$ cat src/rtl/slot_xlat_pkg.sv
package slot_xlat_pkg;
   localparam int NCPU = 2;

   typedef enum logic [1:0] {
      REG_BANK_A = 2'd0,
      REG_BANK_B = 2'd1,
      REG_MASTER = 2'd2,
      REG_NONE   = 2'd3
   } reg_code_e;

   typedef enum logic [1:0] {
      SLOT_LOW  = 2'd0,
      SLOT_FLEX = 2'd1,
      SLOT_HIGH = 2'd2,
      SLOT_ROM  = 2'd3
   } slot_e;

   localparam int CS_LOCAL  = 0;
   localparam int CS_COMMON = 1;
endpackage

$ cat src/rtl/slot_bank_regs.sv
module slot_bank_regs
   import slot_xlat_pkg::*;
#(
   parameter int CTRL_W = 8
) (
   input  logic              clk,
   input  logic              rst,
   input  logic              wr,
   input  logic [1:0]        code,
   input  logic [CTRL_W-1:0] wdata,
   output logic [CTRL_W-1:0] bank_a,
   output logic [CTRL_W-1:0] bank_b
);
   logic hit_a, hit_b;

   assign hit_a = wr && (reg_code_e'(code) == REG_BANK_A);
   assign hit_b = wr && (reg_code_e'(code) == REG_BANK_B);

   always_ff @(posedge clk) begin
      if (rst) begin
         bank_a <= '0;
         bank_b <= '0;
      end else begin
         if (hit_a) bank_a <= wdata;
         if (hit_b) bank_b <= wdata;
      end
   end

   p_reset_clear_r1: assert property (@(posedge clk)
      rst |=> (bank_a == '0 && bank_b == '0));

   p_write_lands_r8: assert property (@(posedge clk) disable iff (rst)
      (wr && code == 2'd0) |=> (bank_a == $past(wdata)));

   p_unaddressed_hold_r8: assert property (@(posedge clk) disable iff (rst)
      (!wr || code[1]) |=> ($stable(bank_a) && $stable(bank_b)));
endmodule

$ cat src/rtl/slot_master_reg.sv
module slot_master_reg
   import slot_xlat_pkg::*;
#(
   parameter int CTRL_W = 8
) (
   input  logic              clk,
   input  logic              rst,
   input  logic              own_wr,
   input  logic [1:0]        own_code,
   input  logic [CTRL_W-1:0] own_wdata,
   input  logic              other_wr,
   input  logic [1:0]        other_code,
   output logic [CTRL_W-1:0] master
);
   logic own_hit;

   assign own_hit = own_wr && (reg_code_e'(own_code) == REG_MASTER);

   always_ff @(posedge clk) begin
      if (rst)          master <= '0;
      else if (own_hit) master <= own_wdata;
   end

   p_reset_master_r1: assert property (@(posedge clk)
      rst |=> (master == '0));

   p_foreign_write_ignored_r7: assert property (@(posedge clk) disable iff (rst)
      (other_wr && other_code == 2'd2 && !(own_wr && own_code == 2'd2))
      |=> $stable(master));
endmodule

$ cat src/rtl/slot_decode.sv
module slot_decode
   import slot_xlat_pkg::*;
#(
   parameter int ADDR_W     = 16,
   parameter int CTRL_W     = 8,
   parameter int BASE_W     = 5,
   parameter int ROM_BASE_W = 3,
   parameter int CHIP_W     = 2,
   parameter int ROM_TOP_W  = 2,
   parameter int PHYS_W     = 19,
   parameter int CS_W       = 6,
   parameter bit FORCE_TOP  = 1'b0
) (
   input  logic                 clk,
   input  logic                 rst,
   input  logic [ADDR_W-1:0]    addr,
   input  logic [CTRL_W-1:0]    bank_a,
   input  logic [CTRL_W-1:0]    bank_b,
   input  logic [CHIP_W-1:0]    chip,
   input  logic [ROM_TOP_W-1:0] rom_top,
   output logic [CS_W-1:0]      cs,
   output logic [PHYS_W-1:0]    phys
);
   localparam int OFFS_W = ADDR_W - 2;
   localparam int CS_ROM = CS_W - 1;

   logic [OFFS_W-1:0]    offs;
   logic [OFFS_W:0]      local_addr;
   logic [BASE_W-1:0]    ram1_base, ram2_base;
   logic [ROM_BASE_W-1:0] rom_base;
   logic                 flex_common;
   logic [ROM_TOP_W-1:0] top_eff;
   slot_e                slot;

   assign slot        = slot_e'(addr[ADDR_W-1 -: 2]);
   assign offs        = addr[OFFS_W-1:0];
   assign local_addr  = addr[OFFS_W:0];
   assign ram1_base   = bank_a[BASE_W-1:0];
   assign rom_base    = bank_a[CTRL_W-1 -: ROM_BASE_W];
   assign ram2_base   = bank_b[BASE_W-1:0];
   assign flex_common = bank_b[CTRL_W-1];

   generate
      if (FORCE_TOP) begin : g_tied_top
         assign top_eff = {1'b1, rom_top[ROM_TOP_W-2:0]};
      end else begin : g_free_top
         assign top_eff = rom_top;
      end
   endgenerate

   always_comb begin
      cs   = '0;
      phys = '0;
      unique case (slot)
         SLOT_LOW: begin
            cs[CS_LOCAL] = 1'b1;
            phys         = PHYS_W'(local_addr);
         end
         SLOT_FLEX: begin
            if (flex_common) begin
               cs[CS_COMMON + int'(chip)] = 1'b1;
               phys = PHYS_W'({ram1_base, offs});
            end else begin
               cs[CS_LOCAL] = 1'b1;
               phys         = PHYS_W'(local_addr);
            end
         end
         SLOT_HIGH: begin
            cs[CS_COMMON + int'(chip)] = 1'b1;
            phys = PHYS_W'({ram2_base, offs});
         end
         SLOT_ROM: begin
            cs[CS_ROM] = 1'b1;
            phys       = PHYS_W'({top_eff, rom_base, offs});
         end
         default: ;
      endcase
   end

   p_one_select_r9: assert property (@(posedge clk) disable iff (rst)
      $onehot(cs));

   p_low_slot_local_r2: assert property (@(posedge clk) disable iff (rst)
      (addr[ADDR_W-1 -: 2] == 2'd0) |-> (cs[CS_LOCAL] && !cs[CS_ROM]));

   p_high_slot_common_r4: assert property (@(posedge clk) disable iff (rst)
      (addr[ADDR_W-1 -: 2] == 2'd2) |-> (!cs[CS_LOCAL] && !cs[CS_ROM]));

   p_rom_slot_r5: assert property (@(posedge clk) disable iff (rst)
      (addr[ADDR_W-1 -: 2] == 2'd3) |-> (cs[CS_ROM] && phys[OFFS_W-1:0] == addr[OFFS_W-1:0]));
endmodule

$ cat src/rtl/slot_xlat.sv
module slot_xlat
   import slot_xlat_pkg::*;
#(
   parameter int ADDR_W     = 16,
   parameter int CTRL_W     = 8,
   parameter int BASE_W     = 5,
   parameter int ROM_BASE_W = 3,
   parameter int CHIP_W     = 2,
   parameter int ROM_TOP_W  = 2,
   localparam int OFFS_W    = ADDR_W - 2,
   localparam int COMMON_AW = BASE_W + OFFS_W,
   localparam int ROM_AW    = ROM_TOP_W + ROM_BASE_W + OFFS_W,
   localparam int LOCAL_AW  = OFFS_W + 1,
   localparam int PHYS_W    = (COMMON_AW > ROM_AW)
                              ? ((COMMON_AW > LOCAL_AW) ? COMMON_AW : LOCAL_AW)
                              : ((ROM_AW > LOCAL_AW) ? ROM_AW : LOCAL_AW),
   localparam int CS_W      = 2 + (1 << CHIP_W)
) (
   input  logic                             clk,
   input  logic                             rst,
   input  logic [NCPU-1:0][ADDR_W-1:0]      cpu_addr,
   input  logic [NCPU-1:0]                  cpu_wr,
   input  logic [NCPU-1:0][1:0]             cpu_reg,
   input  logic [NCPU-1:0][CTRL_W-1:0]      cpu_wdata,
   output logic [NCPU-1:0][CS_W-1:0]        chip_sel,
   output logic [NCPU-1:0][PHYS_W-1:0]      phys_addr
);
   // master byte layout
   localparam int M_CHIP1_LSB = CHIP_W;
   localparam int M_TOP0_LSB  = 2 * CHIP_W;
   localparam int M_TOP1_LSB  = 2 * CHIP_W + ROM_TOP_W;
   localparam int M_USED      = 2 * CHIP_W + 2 * ROM_TOP_W - 1;

   generate
      if (ROM_BASE_W + BASE_W > CTRL_W) begin : g_bad_a
         $error("first control byte cannot hold both bases");
      end
      if (BASE_W + 1 > CTRL_W) begin : g_bad_b
         $error("second control byte cannot hold base and switch");
      end
      if (M_USED > CTRL_W) begin : g_bad_m
         $error("master byte too narrow for its fields");
      end
      if (ROM_TOP_W < 2) begin : g_bad_top
         $error("forced ROM top bit needs at least two top bits");
      end
      if (ADDR_W < 4) begin : g_bad_addr
         $error("address too narrow for four slots");
      end
   endgenerate

   logic [NCPU-1:0][CTRL_W-1:0]    bank_a, bank_b;
   logic [CTRL_W-1:0]              master;
   logic [NCPU-1:0][CHIP_W-1:0]    chip;
   logic [NCPU-1:0][ROM_TOP_W-1:0] rom_top;

   slot_master_reg #(.CTRL_W(CTRL_W)) u_master (
      .clk        (clk),
      .rst        (rst),
      .own_wr     (cpu_wr[0]),
      .own_code   (cpu_reg[0]),
      .own_wdata  (cpu_wdata[0]),
      .other_wr   (cpu_wr[1]),
      .other_code (cpu_reg[1]),
      .master     (master)
   );

   assign chip[0]    = master[CHIP_W-1:0];
   assign chip[1]    = master[M_CHIP1_LSB +: CHIP_W];
   assign rom_top[0] = master[M_TOP0_LSB +: ROM_TOP_W];
   assign rom_top[1] = {1'b0, master[M_TOP1_LSB +: ROM_TOP_W-1]};

   generate
      for (genvar c = 0; c < NCPU; c++) begin : g_cpu
         slot_bank_regs #(.CTRL_W(CTRL_W)) u_regs (
            .clk    (clk),
            .rst    (rst),
            .wr     (cpu_wr[c]),
            .code   (cpu_reg[c]),
            .wdata  (cpu_wdata[c]),
            .bank_a (bank_a[c]),
            .bank_b (bank_b[c])
         );

         slot_decode #(
            .ADDR_W     (ADDR_W),
            .CTRL_W     (CTRL_W),
            .BASE_W     (BASE_W),
            .ROM_BASE_W (ROM_BASE_W),
            .CHIP_W     (CHIP_W),
            .ROM_TOP_W  (ROM_TOP_W),
            .PHYS_W     (PHYS_W),
            .CS_W       (CS_W),
            .FORCE_TOP  (c == 1)
         ) u_dec (
            .clk     (clk),
            .rst     (rst),
            .addr    (cpu_addr[c]),
            .bank_a  (bank_a[c]),
            .bank_b  (bank_b[c]),
            .chip    (chip[c]),
            .rom_top (rom_top[c]),
            .cs      (chip_sel[c]),
            .phys    (phys_addr[c])
         );
      end
   endgenerate

   p_second_rom_top_r6: assert property (@(posedge clk) disable iff (rst)
      chip_sel[1][CS_W-1] |-> phys_addr[1][ROM_AW-1]);

   p_flex_local_default_r3: assert property (@(posedge clk) disable iff (rst)
      (cpu_addr[0][ADDR_W-1 -: 2] == 2'd1 && !bank_b[0][CTRL_W-1])
      |-> chip_sel[0][CS_LOCAL]);
endmodule

$ cat config.mk
export PLATFORM = sky130hd
export DESIGN_NAME = slot_xlat
export DESIGN_NICKNAME = d
export VERILOG_FILES = /design/src/rtl/slot_xlat_pkg.sv /design/src/rtl/slot_bank_regs.sv /design/src/rtl/slot_master_reg.sv /design/src/rtl/slot_decode.sv /design/src/rtl/slot_xlat.sv
export SDC_FILE = /design/constraint.sdc
export NUM_CORES = 1
export LEC_CHECK = 0
export CAP_MARGIN = 20
export CORE_ASPECT_RATIO = 1.2
export CORE_MARGIN = 8
export CORE_UTILIZATION = 46
export CTS_CLUSTER_DIAMETER = 120
export DETAILED_ROUTE_END_ITERATION = 7
export PLACE_DENSITY = 0.88
export SETUP_SLACK_MARGIN = 0.1
export SYNTH_ARGS = -nofsm -noshare
export SYNTH_HDL_FRONTEND = slang
export SYNTH_HIERARCHICAL = 1
export SYNTH_SLANG_ARGS = --single-unit
export TNS_END_PERCENT = 100
$ cat constraint.sdc
create_clock -name clk -period 3 [get_ports clk]
set_input_delay 0.6 -clock clk [delete_from_list [all_inputs] [get_ports clk]]
set_output_delay 0.6 -clock clk [all_outputs]
set_load 0.005 [all_outputs]
# After elaboration in Yosys (flattened, before gate mapping)
# Cells that the tools add are included.
# op_classes
n_mux	18
order_cmp	4
add_sub_neg	2
reduce_logical	11
n_eq_ne	9
div_mod_pow	0
mul	0
bitwise	0
shift	0
# ops
op	count
$pmux W19 S4	2
$mux W19	2
$ge A32 B1 Y1 const B	1
$lt A32 B5 Y1 const B	1
$pmux W4 S2	2
$pmux W1 S3	4
$eq A2 B2 Y1 const B	5
$mux W5	2
$eq A2 B1 Y1 const B	4
$logic_not A2 Y1	4
$logic_and A1 B1 Y1	7
$add A1 B2 Y3 const A	2
$demux W1 S3	2
$lt A3 B4 Y1 const B	1
$mux W1	4
$ge A3 B1 Y1 const B	1
# word_totals
output_inout_bits	50
romBits	0
reg_bits	39
ramBits	0
input_bits	56
latchBits	0
elab_cells	49
mem_count	0

# Depth between registers and ports, before layout
# Gate-level depths: netlist of the first run.
# logic_depth
depth_word	7
mapped_depth	5
mapped_depth_nobuf	5

# Modules after synthesis
# The synthesis of the first run kept the hierarchy.
# modules_own_cells
mod	n_inst	seq_area_each_um2	cells_per_inst	area_each_um2
slot_bank_regs	2	320.3	64	684.4
slot_master_reg	1	160.2	35	364.1
slot_decode (g_cpu[0].u_dec)	1	0.0	45	334.1
slot_decode (g_cpu[1].u_dec)	1	0.0	44	326.6
slot_xlat	1	0.0	1	3.8

# Worst setup path before layout of the first run
# Ideal clock, no wire load.
# synth_path
path_type	input to output
startpoint	in cpu_addr[30] (netlist name)
endpoint	out phys_addr[33] (netlist name)
arrival_time_ns	1.381
n_path_buf	0
required_ns	2.400
slack_ns	1.019
cell_stages	5
path_cell_list	inv_1 -> ha_1 -> a22oi_1 -> nor2_1 -> a221o_1
# synth_lines
item	line	source
start: declaration	slot_xlat.sv:21	input logic [NCPU-1:0][ADDR_W-1:0] cpu_addr,
end: declaration	slot_xlat.sv:26	output logic [NCPU-1:0][PHYS_W-1:0] phys_addr

==> results.cfg, run 1 <==
[status]
status = completed

[drt]
drc = 0
wire_per_inst_um = 14.7
dr.pass1.iters = 6
ant_nets = 0
num_vias = 1660
viasPerCell = 5.12
wl_um = 4750
drt-initial-drc-count = 93

[sta]
setup_viol = 0
post-route-worst-setup-slack_ps = 207
max_freq_ghz = 0.358
whs_ps = 476
period_needed_ps = 2790
max_slew_margin = 0.665
rsz0062_at_grt = false
worst_clock_skew_ps = 0
hold_viol = 0
min_period_over_period = 0.931
tightest_slew_ps = 500
maxSlewViolCount = 0

[cells_and_area]
fin_cells = 324
num_antenna_cells = 0
post-route-util = 0.590
drive_above_1_share = 0.117
n_fill_cell = 404
fin_nets = 332
area_growth_pct = 22.9

[global_routing]
grt_pass1_vias = 1784
antenna_found_initial = 0
overflow = 0
grt_pass1_wl_um = 8050
track_usage = 0.134
grt_max_degree = 59

[yosys]
yosysWarnings = 6
syn_nets = 302
syn_inst = 236
netlist_area_um2 = 2210
avgSynthCellArea_um2 = 9.35

[cts]
htreeDepth = 2
cts-buffers-inserted = 5
cts_max_path_buffers = 2
cts_tree = yes
root_buffer = clkbuf_8
clkLatencyLatePin_ps = 280
postCtsSetupBuffers = 0
cts_hold_buf = 0
clk_pin_slew_worst_paths_ps = 60
clock_sinks = 35

[power_and_ir_drop]
p_per_area_nw_per_um2 = 370
leakagePower_nw = 1.21
vdd_drop_max_mv = 0.309

[job]
maxCapViolations = 0

[die]
num_rows = 27
core_area_um2 = 4590
die_width_um = 79.2
initial_core_util = 0.480
dieArea_um2 = 7280
chipHeight_um = 91.9
io_pins = 106

[setup_path]
cpMaxStageDelayCell = clkdlybuf4s50_1
required_ps = 2400
critical-path-top-delay-family = buffers and inverters
cpPeakStageDelay_ps = 500
crit_path_end_kind = output pin
critPathArrivalTime_ps = 2190
rr_worst_depth = 2
crit_type = primary input to output pin
crit_fanout = 3
critPathBufInv = 4
cp.depth = 6
path_cells = clkdlybuf4s50_1 > buf_4 > ha_2 > buf_4 > o2111a_1 > clkdlybuf4s50_1
startpoint_type = primary input

[place]
place_congestion = 0.791
pre_cts_ws_ps = -57.9
port_buffers = 49
dp.final_hpwl_um = 3580
dp_cells = 317

[hold_path]
min_path_type = flip-flop to flip-flop
min_path_cells = 2
[final cells by class]
type,count,area [um2],area share
Clock buffer,6,82.6,0.0305
Clock inverter,1,5.00,0.00185
Inverter,6,22.5,0.00831
Multi-Input combinational cell,155,1230,0.454
Sequential cell,35,701,0.258
Tap cell,58,72.6,0.0268
Timing Repair Buffer,63,597,0.220
[what timing repair did]
action,4_1_cts,5_1_grt
endpoints found under the setup margin,18,6
pin swaps,4,2
gates resized for setup,11,6
[metrics by stage]
step | total power [mW] | cell area, um2 | TNS [ps]
after floorplan | 0.617 | 2210 | 0
after global placement | 0.676 | 2610 | -157
after detailed placement | 0.680 | 2610 | -281
after CTS | 1.02 | 2700 | 0
after global routing | 1.06 | 2710 | 0
final | 1.00 | 2710 | 0
[worst paths after layout]
path | from | endpoint | slack, ps
worst min register to register | u_master/master[5]$_SDFFE_PP0P_ | u_master/master[5]$_SDFFE_PP0P_ | 480
worst min-delay path | u_master/master[5]$_SDFFE_PP0P_ | u_master/master[5]$_SDFFE_PP0P_ | 480
worst max-delay path | cpu_addr[31] | chip_sel[10] | 210
worst max register to register | u_master/master[2]$_SDFFE_PP0P_ | u_master/master[2]$_SDFFE_PP0P_ | 2320
[worst reg2reg max path, stage by stage (launching register included)]
cell      delay [ps]
dfxtp_1          400
nand2b_1          80
mux2i_1          130
[metal layers]
layer	up-vias	wire, um	track usage
li1	835	-	-
met5	-	0	0
met1	744	1970	0.147
met2	63	2330	0.226
met3	18	387	0.0469
met4	0	71	0.0573
[layout by cell type, fill, tap and decap left out]
| master | count |
|---|---|
| ha_1 | 8 |
| dfxtp_1 | 35 |
| nor3_1 | 2 |
| nor2_1 | 12 |
| nor2b_1 | 1 |
| and2_4 | 2 |
| a222oi_1 | 7 |
| clkdlybuf4s50_1 | 37 |
| dlygate4sd2_1 | 7 |
| clkdlybuf4s15_1 | 1 |
| nand3b_1 | 2 |
| inv_1 | 6 |
| o22ai_1 | 2 |
| nand2_1 | 2 |
| dlymetal6s2s_1 | 4 |
| buf_4 | 14 |
| nor3b_2 | 3 |
| nor3b_1 | 3 |
| nand2b_1 | 58 |
| clkbuf_8 | 6 |
| a22oi_1 | 2 |
| o2111a_1 | 2 |
| mux2i_1 | 35 |
| ha_2 | 2 |
| clkinv_2 | 1 |
| or3b_1 | 2 |
| o21ai_2 | 2 |
| and3b_1 | 3 |
| a21oi_1 | 2 |
| a221o_1 | 2 |
| a221oi_2 | 1 |
[flip-flops by register name, summed over array words and instances (netlist names)]
signal               flops
u_master/master          7
g_cpu.u_regs/bank_a     16
g_cpu.u_regs/bank_b     12
[report_power, final]
part	switching (mW)	total (mW)	internal, mW
logic	0.0716	0.176	0.104
registers	0.0114	0.493	0.481
clock network	0.154	0.334	0.180
(Power assumes the default switching activity.)
==> run 2: changes to the inputs <==
SKIP_CTS_REPAIR_TIMING = 1   (was not set)
==> run 2 against run 1 <==
  * Non-clock buffer count stayed put
  * Fmax hardly changed
  * Cell count stayed put
  * Combinational power hardly changed
  * Critical path type unchanged
  * Critical endpoint unchanged
  * Largest cell class unchanged
==> results.cfg, run 2 (synthesis results as in run 1) <==
[status]
status = completed

[drt]
wire_per_inst_um = 14.8
wl_um = 4800
dr.pass1.iters = 5
ant_nets = 0
drt-initial-drc-count = 71
num_vias = 1661
viasPerCell = 5.13
drc = 0

[cts]
htreeDepth = 2
clkLatencyLatePin_ps = 280
clock_sinks = 35
root_buffer = clkbuf_8
cts_tree = yes
cts_max_path_buffers = 2
cts-buffers-inserted = 5
clk_pin_slew_worst_paths_ps = 60

[global_routing]
grt_max_degree = 59
grt_pass1_wl_um = 7980
grt_pass1_vias = 1767
top_usage_layer = met2
track_usage = 0.133
use_met1 = 0.147
met2_usage = 0.225
use_met3 = 0.0439
antenna_found_initial = 0
overflow = 0

[sta]
finalSetupTns_ps = 0
tightest_slew_ps = 518
hold_viol = 0
period_needed_ps = 2790
max_slew_margin = 0.653
rsz0062_at_grt = false
setup_viol = 0
maxSlewViolCount = 0
worst_clock_skew_ps = 0
min_period_over_period = 0.932
max_freq_ghz = 0.358
whs_ps = 478
post-route-worst-setup-slack_ps = 205

[cells_and_area]
reg.largest.list = g_cpu.u_regs/bank_a (16), g_cpu.u_regs/bank_b (12), u_master/master (7)
num_antenna_cells = 0
final_cell_mix = 58 x nand2b_1, 38 x clkdlybuf4s50_1, 35 x mux2i_1, 35 x dfxtp_1, 14 x buf_4
regMostFlops = g_cpu.u_regs/bank_a
post-route-util = 0.597
area_growth_pct = 24.3
fin_nets = 332
layout_commonest_cell = nand2b_1
largest_reg_flops = 16
drive_above_1_share = 0.120

[place]
pre_cts_ws_ps = -57.9
dp.final_hpwl_um = 3580
place_congestion = 0.791
port_buffers = 49

[setup_path]
crit_type = primary input to output pin
startpoint_type = primary input
required_ps = 2400
critPathArrivalTime_ps = 2190
crit_path_end_kind = output pin
crit_fanout = 3

[power_and_ir_drop]
leakagePower_nw = 1.28
total_power_mw = 1.00
vdd_drop_max_mv = 0.309
p_per_area_nw_per_um2 = 366

[die]
chipHeight_um = 91.9
io_pins = 106
dieArea_um2 = 7280
core_area_um2 = 4590
num_rows = 27
initial_core_util = 0.480
die_width_um = 79.2

[job]
maxCapViolations = 0

[hold_path]
min_path_type = flip-flop to flip-flop
## run 2: changes by cell type in the layout (fill, tap and decap cells not counted), sizes merged
cell / delta
dlygate4sd2: -7
dlymetal6s2s: +7
clkdlybuf4s15: -1
clkdlybuf4s50: +1
## run 2: cell type report
class / instances / area [um2]
Clock buffer: 6 / 82.6
Clock inverter: 1 / 5.00
Fill cell: 403 / 1850
Inverter: 6 / 22.5
Multi-Input combinational cell: 155 / 1240
Sequential cell: 35 / 701
Tap cell: 58 / 72.6
Timing Repair Buffer: 63 / 623
## run 2: critical path, stage by stage
cell	delay, ps
clkdlybuf4s50_1	470
buf_4	120
ha_2	190
buf_4	120
o2111a_1	180
clkdlybuf4s50_1	500
## run 2: final timing paths
check | from | endpoint | slack, ps | cells past startpoint
worst min-delay path | u_master/master[5]$_SDFFE_PP0P_ | u_master/master[5]$_SDFFE_PP0P_ | 480 | 2
worst max-delay path | cpu_addr[31] | chip_sel[10] | 210 | 6
worst max register to register | g_cpu[1].u_regs/bank_b[7]$_SDFFE_PP0P_ | g_cpu[1].u_regs/bank_b[7]$_SDFFE_PP0P_ | 2320 | 2
worst min register to register | u_master/master[5]$_SDFFE_PP0P_ | u_master/master[5]$_SDFFE_PP0P_ | 480 | 2
## run 2: per-layer routing
| layer | routed length, um | vias up |
|---|---|---|
| li1 | - | 833 |
| met1 | 2040 | 752 |
| met2 | 2380 | 58 |
| met3 | 306 | 18 |
| met4 | 71 | 0 |
| met5 | 0 | - |
## run 2: through the flow
| stage | instance area (um2) | std cells |
|---|---|---|
| floorplan | 2210 | 236 |
| global placement | 2610 | 317 |
| detailed placement | 2610 | 317 |
| CTS | 2690 | 324 |
| global route | 2740 | 324 |
| finish | 2740 | 324 |
## run 2: power by group
part / internal (mW) / total (mW) / switching (mW)
logic: 0.106 / 0.177 / 0.0717
registers: 0.481 / 0.493 / 0.0115
clock network: 0.180 / 0.334 / 0.155
total: 0.767 / 1.00 / 0.238
